==> src/rtl/cpu_ratio_pkg.sv <==
package cpu_ratio_pkg;
    localparam int NCLUST_DEF  = 2;
    localparam int DIV_W_DEF   = 6;
    localparam int MAX_DIV_DEF = 32;
    localparam int ADDR_W_DEF  = 12;
    localparam int DATA_W_DEF  = 32;

    // Register layout; the bench and software both depend on these
    localparam int RATIO_ADDR  = 'h278;
    localparam int FORCE_ADDR  = 'h280;
    localparam int REQ_ADDR    = 'h284;
    localparam int STAT_ADDR   = 'hC94;
    localparam int CL_STRIDE   = 'h14;
    localparam int FORCE_BIT   = 24;
    localparam int REQ_BIT     = 16;
    localparam int STAT_BASE   = 0;
    localparam int STAT_STEP   = 1;
endpackage

==> src/rtl/cpu_ratio_regs.sv <==
module cpu_ratio_regs
    import cpu_ratio_pkg::*;
#(
    parameter int NCLUST = NCLUST_DEF,
    parameter int DIV_W  = DIV_W_DEF,
    parameter int ADDR_W = ADDR_W_DEF,
    parameter int DATA_W = DATA_W_DEF
) (
    input  logic                          clk,
    input  logic                          rst_n,
    input  logic [NCLUST-1:0]             present,
    input  logic [NCLUST-1:0]             stable,
    input  logic                          bus_wr,
    input  logic [ADDR_W-1:0]             bus_addr,
    input  logic [DATA_W-1:0]             bus_wdata,
    output logic [DATA_W-1:0]             bus_rdata,
    output logic [NCLUST-1:0][DIV_W-1:0]  shadow,
    output logic [NCLUST-1:0]             frc,
    output logic [NCLUST-1:0]             req
);
    typedef struct packed {
        logic [NCLUST-1:0][DIV_W-1:0] shd;
        logic [NCLUST-1:0]            frc;
        logic [NCLUST-1:0]            req;
    } reg_st_t;

    reg_st_t st_d, st_q;

    function automatic logic [ADDR_W-1:0] cl_addr(int base, int c);
        return ADDR_W'(base + c * CL_STRIDE);
    endfunction

    always_comb begin
        st_d      = st_q;
        bus_rdata = '0;
        for (int c = 0; c < NCLUST; c++) begin
            if (present[c]) begin
                if (bus_wr && bus_addr == cl_addr(RATIO_ADDR, c))
                    st_d.shd[c] = bus_wdata[DIV_W-1:0];
                if (bus_wr && bus_addr == cl_addr(FORCE_ADDR, c))
                    st_d.frc[c] = bus_wdata[FORCE_BIT];
                if (bus_wr && bus_addr == cl_addr(REQ_ADDR, c))
                    st_d.req[c] = bus_wdata[REQ_BIT];

                if (bus_addr == cl_addr(RATIO_ADDR, c))
                    bus_rdata[DIV_W-1:0] = st_q.shd[c];
                if (bus_addr == cl_addr(FORCE_ADDR, c))
                    bus_rdata[FORCE_BIT] = st_q.frc[c];
                if (bus_addr == cl_addr(REQ_ADDR, c))
                    bus_rdata[REQ_BIT] = st_q.req[c];
                if (bus_addr == ADDR_W'(STAT_ADDR))
                    bus_rdata[STAT_BASE + c * STAT_STEP] = stable[c];
            end
        end
    end

    always_ff @(posedge clk or negedge rst_n) begin
        if (!rst_n) begin
            for (int c = 0; c < NCLUST; c++)
                st_q.shd[c] <= DIV_W'(1);
            st_q.frc <= '0;
            st_q.req <= '0;
        end else begin
            st_q <= st_d;
        end
    end

    assign shadow = st_q.shd;
    assign frc    = st_q.frc;
    assign req    = st_q.req;
endmodule

==> src/rtl/cpu_ratio_div.sv <==
module cpu_ratio_div
    import cpu_ratio_pkg::*;
#(
    parameter int DIV_W   = DIV_W_DEF,
    parameter int MAX_DIV = MAX_DIV_DEF
) (
    input  logic             clk,
    input  logic             rst_n,
    input  logic [DIV_W-1:0] shadow,
    input  logic             frc,
    input  logic             req,
    output logic             tick,
    output logic             stable
);
    typedef struct packed {
        logic [DIV_W-1:0] cnt;
        logic [DIV_W-1:0] act;
        logic [DIV_W-1:0] pdiv;
        logic             pend;
        logic             settle;
        logic             stable;
        logic             req_prev;
    } div_st_t;

    div_st_t st_d, st_q;
    logic    boundary;

    function automatic logic [DIV_W-1:0] clamp_ratio(logic [DIV_W-1:0] v);
        if (v == '0)
            return DIV_W'(1);
        else if (int'(v) > MAX_DIV)
            return DIV_W'(MAX_DIV);
        else
            return v;
    endfunction

    always_comb begin
        st_d          = st_q;
        st_d.req_prev = req;
        boundary      = (st_q.cnt == st_q.act - DIV_W'(1));
        st_d.cnt      = boundary ? '0 : st_q.cnt + DIV_W'(1);

        if (boundary && st_q.settle) begin
            st_d.settle = 1'b0;
            st_d.stable = 1'b1;
        end
        if (boundary && st_q.pend) begin
            st_d.act    = st_q.pdiv;
            st_d.pend   = 1'b0;
            st_d.settle = 1'b1;
        end
        if (req && !st_q.req_prev && frc) begin
            st_d.pend   = 1'b1;
            st_d.pdiv   = clamp_ratio(shadow);
            st_d.stable = 1'b0;
            st_d.settle = 1'b0;
        end
    end

    always_ff @(posedge clk or negedge rst_n) begin
        if (!rst_n) begin
            st_q.cnt      <= '0;
            st_q.act      <= DIV_W'(1);
            st_q.pdiv     <= DIV_W'(1);
            st_q.pend     <= 1'b0;
            st_q.settle   <= 1'b0;
            st_q.stable   <= 1'b1;
            st_q.req_prev <= 1'b0;
        end else begin
            st_q <= st_d;
        end
    end

    assign tick   = boundary;
    assign stable = st_q.stable;
endmodule

==> src/rtl/cpu_ratio_ctrl.sv <==
module cpu_ratio_ctrl
    import cpu_ratio_pkg::*;
#(
    parameter int NCLUST  = NCLUST_DEF,
    parameter int DIV_W   = DIV_W_DEF,
    parameter int MAX_DIV = MAX_DIV_DEF,
    parameter int ADDR_W  = ADDR_W_DEF,
    parameter int DATA_W  = DATA_W_DEF
) (
    input  logic              clk,
    input  logic              rst_n,
    input  logic [NCLUST-2:0] upper_present,
    input  logic              bus_wr,
    input  logic [ADDR_W-1:0] bus_addr,
    input  logic [DATA_W-1:0] bus_wdata,
    output logic [DATA_W-1:0] bus_rdata,
    output logic [NCLUST-1:0] clk_en
);
    logic [NCLUST-1:0]            present_w;
    logic [NCLUST-1:0]            stable_w;
    logic [NCLUST-1:0]            tick_w;
    logic [NCLUST-1:0]            frc_w;
    logic [NCLUST-1:0]            req_w;
    logic [NCLUST-1:0][DIV_W-1:0] shadow_w;

    assign present_w = {upper_present, 1'b1};

    cpu_ratio_regs #(
        .NCLUST(NCLUST), .DIV_W(DIV_W), .ADDR_W(ADDR_W), .DATA_W(DATA_W)
    ) u_regs (
        .clk(clk), .rst_n(rst_n), .present(present_w), .stable(stable_w),
        .bus_wr(bus_wr), .bus_addr(bus_addr), .bus_wdata(bus_wdata),
        .bus_rdata(bus_rdata), .shadow(shadow_w), .frc(frc_w), .req(req_w)
    );

    for (genvar c = 0; c < NCLUST; c++) begin : g_cl
        cpu_ratio_div #(.DIV_W(DIV_W), .MAX_DIV(MAX_DIV)) u_div (
            .clk(clk), .rst_n(rst_n), .shadow(shadow_w[c]), .frc(frc_w[c]),
            .req(req_w[c]), .tick(tick_w[c]), .stable(stable_w[c])
        );
        assign clk_en[c] = tick_w[c] & present_w[c];
    end
endmodule

==> config.mk <==
export PLATFORM = sky130hd
export DESIGN_NAME = cpu_ratio_ctrl
export DESIGN_NICKNAME = d
export VERILOG_FILES = /design/src/rtl/cpu_ratio_pkg.sv /design/src/rtl/cpu_ratio_regs.sv /design/src/rtl/cpu_ratio_div.sv /design/src/rtl/cpu_ratio_ctrl.sv
export SDC_FILE = /design/constraint.sdc
export NUM_CORES = 1
export LEC_CHECK = 0
export CAP_MARGIN = 20
export CORE_MARGIN = 8
export CORE_UTILIZATION = 45
export CTS_BUF_LIST = sky130_fd_sc_hd__clkbuf_8
export CTS_CLUSTER_DIAMETER = 50
export CTS_CLUSTER_SIZE = 10
export DETAILED_ROUTE_END_ITERATION = 8
export DONT_BUFFER_PORTS = 1
export PLACE_DENSITY_LB_ADDON = 0.2
export SLEW_MARGIN = 15
export SYNTH_ARGS = -nofsm -noshare
export SYNTH_HDL_FRONTEND = slang
export SYNTH_SLANG_ARGS = --single-unit
==> constraint.sdc <==
create_clock -name clk -period 4.5 [get_ports clk]
set_input_delay 0.675 -clock clk [delete_from_list [all_inputs] [get_ports clk]]
set_output_delay 0.675 -clock clk [all_outputs]
set_load 0.03 [all_outputs]
### Word-level counts from Yosys, hierarchy flattened

Index checks and enable logic that the tools add are counted.

| storage, ports and cells | value |
|---|---|
| register bits | 60 |
| input bits | 48 |
| output and inout bits | 34 |
| logic and storage cells | 86 |

| operators by class | value |
|---|---|
| $add $sub $neg | 4 |
| $lt $le $gt $ge | 2 |
| eq/ne operators | 9 |
| multiplexer cells | 23 |
| bitwise logic cells | 1 |
| reduce and logical (&&, ||, !) cells | 27 |

Operator list:

| kind | number |
|---|---|
| 12-bit by 10-bit equality test with 1-bit output (second input constant) | 6 |
| 6-bit 2-to-1 mux | 9 |
| 1-bit logical AND | 14 |
| 6-bit by 1-bit adder with 6-bit output (second input constant) | 2 |
| 12-bit equality test (second input constant) | 1 |
| 6-bit equality test | 2 |
| 6-bit greater-than comparator (second input constant) | 2 |
| 6-bit logical NOT | 2 |
| 6-bit by 1-bit subtractor with 6-bit output (second input constant) | 2 |
| 1-bit 2-to-1 mux | 8 |
| 2-bit 2-to-1 mux | 4 |
| 2-bit nonzero test | 4 |
| 3-bit 2-to-1 mux | 2 |
| 2-bit AND reduction | 3 |
| 3-bit nonzero test | 2 |
| 1-bit logical NOT | 2 |
| 1-bit AND | 1 |

### Longest topological paths before layout

| logic depth | value |
|---|---|
| word-level depth | 6 |
| depth in mapped cells | 8 |
| depth with buffers taken out | 7 |

### Cells and area by module

A second synthesis with hierarchy kept.

| unflattened totals | value |
|---|---|
| cell total of the unflattened synthesis | 301 |
| area total of the unflattened synthesis | 3254.4 um^2 |

Modules (own cells, without submodules):

| module | instances | cells each | area an instance (um^2) | sequential area each (um^2) |
|---|---|---|---|---|
| cpu_ratio_regs | 1 | 108 | 1131.1 | 402.9 |
| cpu_ratio_div at g_cl[0].u_div | 1 | 96 | 1067.3 | 554.3 |
| cpu_ratio_div at g_cl[1].u_div | 1 | 94 | 1038.5 | 554.3 |
| cpu_ratio_ctrl | 1 | 3 | 17.5 | 0.0 |

### Worst setup path before layout

No wires, ideal clock.

| timing | value |
|---|---|
| path type | in2out |
| from | input port bus_addr[11] |
| to | output port bus_rdata[24] |
| data arrival time | 2.480 ns |
| data required time | 3.825 ns |
| path slack | 1.345 ns |
| stages on the path | 4 |
| path through | or3b_2 nor4_1 nand3b_1 a21boi_0 |

| between the ends | value |
|---|---|
| cells in the longest elaborated chain, start to end | 4 |

Ends and longest elaborated chain:

| item | line | RTL |
|---|---|---|
| start, declared | cpu_ratio_ctrl.sv:14 | `input logic [ADDR_W-1:0] bus_addr,` |
| 12-bit by 10-bit equality test with 1-bit output | cpu_ratio_regs.sv:47 | `if (bus_addr == cl_addr(FORCE_ADDR, c))` |
| 1-bit 2-to-1 mux (2 in a row) | cpu_ratio_regs.sv:47 |  |
| 1-bit 2-to-1 mux (*) | cpu_ratio_regs.sv:37 | `if (present[c]) begin` |
| end, declared | cpu_ratio_ctrl.sv:16 | `output logic [DATA_W-1:0] bus_rdata,` |

Mark *: on every way between the ends. The rest lies on a longest branch, timed or not.

### Worst setup path in the final report

| timing | value |
|---|---|
| from | input port bus_addr[1] |
| to | output port bus_rdata[1] |

| between the ends | value |
|---|---|
| cells in the longest elaborated chain, start to end | 5 |

Ends and longest elaborated chain:

| item | line | RTL |
|---|---|---|
| 12-bit by 10-bit equality test with 1-bit output | cpu_ratio_regs.sv:45 | `if (bus_addr == cl_addr(RATIO_ADDR, c))` |
| 6-bit 2-to-1 mux (2 in a row) | cpu_ratio_regs.sv:45 |  |
| 1-bit 2-to-1 mux | cpu_ratio_regs.sv:51 | `if (bus_addr == ADDR_W'(STAT_ADDR))` |
| 6-bit 2-to-1 mux (*) | cpu_ratio_regs.sv:37 |  |

Marked as above.

==> qor.yml <==
min_period_ns: 3.301
antenna_found_initial: 0
multi_input_area_sq_um: 1513
area_growth_pct: 5.627
post_cts_resized: 0
start_util_pct: 46.87
drive_above_1_share_pct: 19.22
path_max_fanout: 3
die_area_sq_um: 10070
finalSetupTns_ns: 0
fin_nets: 354
synth_area_leaders: "dfrtp_1 (41%), dfstp_2 (6.6%), buf_4 (5.9%)"
maxCapViolCount: 0
synth-edff-count: 0
drt_drc_violations_left: 0
ios: 82
synth.distinct_cells: 45
rsz0062_at_grt: "no"
worst_slack_ns: 1.199
portBuffers: 0
fp-row-count: 30
wl_microns: 5821
period_share_pct: 73.35
grt_pass1_vias: 2060
crit_required_ns: 3.83
h-tree-depth: 3
grt_max_degree: 61
track_usage_pct: 12.31
first_iter_violations: 90
ys.flop_type: "dfrtp_1"
path_clk_slew_ns: 0.06
maxSlewViolCount: 0
hold_violations: 0
setup_viol: 0
clk_latency_ns: 0.32
cts_sinks: 60
detail-route-antenna-nets: 0
total_leakage_power_nw: 1.533
synth_largest_area_cell: "dfrtp_1"
root_buffer: "clkbuf_8"
cts_tree: "done"
path_class: "in -> out"
cts_buffer_depth: 2
grt_pass1_wl_microns: 9894
netlist_instances: 296
relSlewSlack_pct: 32.01
synthesis.area_sq_um: 3202
worstPathArrival_ns: 2.63
syn_avg_cell_area_sq_um: 10.82
post-cts-setup-buffers: 0
vias_per_cell: 5.032
seq_area_frac_synth_pct: 47.21
hold_buffers: 0
dp_slack_ns: 1.186
powerDensity_nw_per_um2: 297.8
max_freq_mhz: 303.0
finClkSkew_ns: 0.004474
overflow: 0
synthArstFlopShare_pct: 100.0
wl_per_cell_microns: 14.44
dp_hpwl_microns: 4309
core_sq_um: 6832
n_fill_cell: 649
fp.dieH_microns: 100.4
whs_ns: 0.04351
ir_drop_v: 0.0002478
gp_routability_congestion: 0.7697
register_area_sq_um: 1511
vias: 2028
die_w_microns: 100.4
cts_buffers: 9
ys_ff_latch: 60
tightest_slew_ns: 1.011
crit_path_end_kind: "output pin"
synth_top_area_share_pct: 40.64
diodes: 0
yosysWarnings: 0
startpoint_type: "primary input"
hp-class: "in -> async"
status: "finished clean"
firstDrtPassIters: 4
## synthesized netlist by cell type (2+ instances only)
| library cell | number |
|---|---|
| inv_1 | 11 |
| dfstp_2 | 8 |
| nor4_1 | 5 |
| a21boi_0 | 3 |
| nand4b_1 | 3 |
| nor3_1 | 6 |
| or3b_1 | 3 |
| buf_6 | 2 |
| nand3_1 | 7 |
| buf_4 | 25 |
| o21ai_1 | 2 |
| nor2_1 | 19 |
| o31ai_1 | 6 |
| nand3b_1 | 3 |
| o21ai_0 | 16 |
| a21oi_1 | 2 |
| or4_1 | 2 |
| nand2b_1 | 13 |
| nor2b_1 | 3 |
| or3b_2 | 3 |
| nand4_1 | 4 |
| xnor2_1 | 6 |
| mux2_4 | 12 |
| ha_1 | 4 |
| mux2_2 | 16 |
| clkbuf_1 | 2 |
| dfrtp_1 | 52 |
| a22o_1 | 4 |
| o211a_1 | 2 |
| xor2_1 | 14 |
| nand2_1 | 24 |
## stage by stage
stage                     cells  area (sq um)  power (W)  util, %
after floorplan             319          3288  0.0005992        -
after global placement      387          3201  0.0005840    46.85
after detailed placement    387          3201  0.0005841    46.85
after CTS                   403          3382   0.001023    49.51
after global routing        403          3382   0.001046    49.51
final                       403          3382   0.001007    49.51
## power by group
group,leakage [nW],internal [W],switching [W]
logic,0.646,0.00000404,0.0000304
clock network,0.106,0.000238,0.000193
registers,0.780,0.000541,0.000000565
## registers in the layout, summed over array words and instances (netlist names)
register	count
g_cl.u_div.stable	2
u_regs.req	2
u_regs.shadow	12
u_regs.frc	2
g_cl.u_div.st_q	42
## worst paths after layout
path	slack, ns	end	from	cells past startpoint
max in group asynchronous	4.26	g_cl[1].u_div.st_q[4]$_DFFE_PN1P_	rst_n	0
min reg2reg	0.43	g_cl[0].u_div.st_q[0]$_DFF_PN0_	u_regs.req[0]$_DFFE_PN0P_	0
min in group clk	0.43	g_cl[0].u_div.st_q[0]$_DFF_PN0_	u_regs.req[0]$_DFFE_PN0P_	0
max reg2reg	1.98	g_cl[1].u_div.st_q[13]$_DFFE_PN0P_	g_cl[1].u_div.st_q[10]$_DFFE_PN1P_	7
max	1.20	bus_rdata[1]	bus_addr[1]	4
min	0.04	u_regs.shadow[1]$_DFFE_PN0P_	rst_n	0
## cell families after synthesis
family / Yosys count / share of synthesized area [%]
other cells: 1 / 0.1171
mux: 28 / 11.25
flops: 60 / 47.21
xor+xnor: 20 / 5.471
fa+ha+maj: 4 / 1.563
compound gates: 39 / 8.089
simple gates: 103 / 18.06
buf+inv: 41 / 8.245
## layer usage
metal  share of wire [%]  global-route usage [%]
met1                  45                   15.03
met2                  46                   19.23
met3                 7.4                   3.668
met4                 1.4                   6.279
met5                   0                       0
## area by class of cell
cell class                 instances  area share [%]
clock inverter                     4          0.4809
tap                               96           3.552
timing repair buffer               2          0.4440
multi-input combinational        218           44.73
sequential                        60           44.69
clock buffer                      12           4.883
inverter                          11           1.221
## placed cells by master (no fill, tap or decap), drive strengths merged, types with 2 or more instances in the layout
cell type and n:
dfrtp 52, mux2 28, nand2 24, conb 24, nor2 19, o21ai 18, inv 14, xor2 14
nand2b 13, clkbuf 12, dfstp 8, nand3 7, nor3 7, xnor2 6, o31ai 6, or3b 6
nor4 5, nand4 4, a22o 4, ha 4, nor2b 3, nand4b 3, nand3b 3, a21boi 3
or4 2, a21oi 2, o211a 2, buf 2, nand4bb 2, o31a 2, and2 2
## critical path, stage by stage
cell and delay (ns):
or4b_2 0.65, nor4_1 0.51, o21ai_0 0.14, a22oi_1 0.65
No activity file was read; power rests on OpenSTA's default activity.
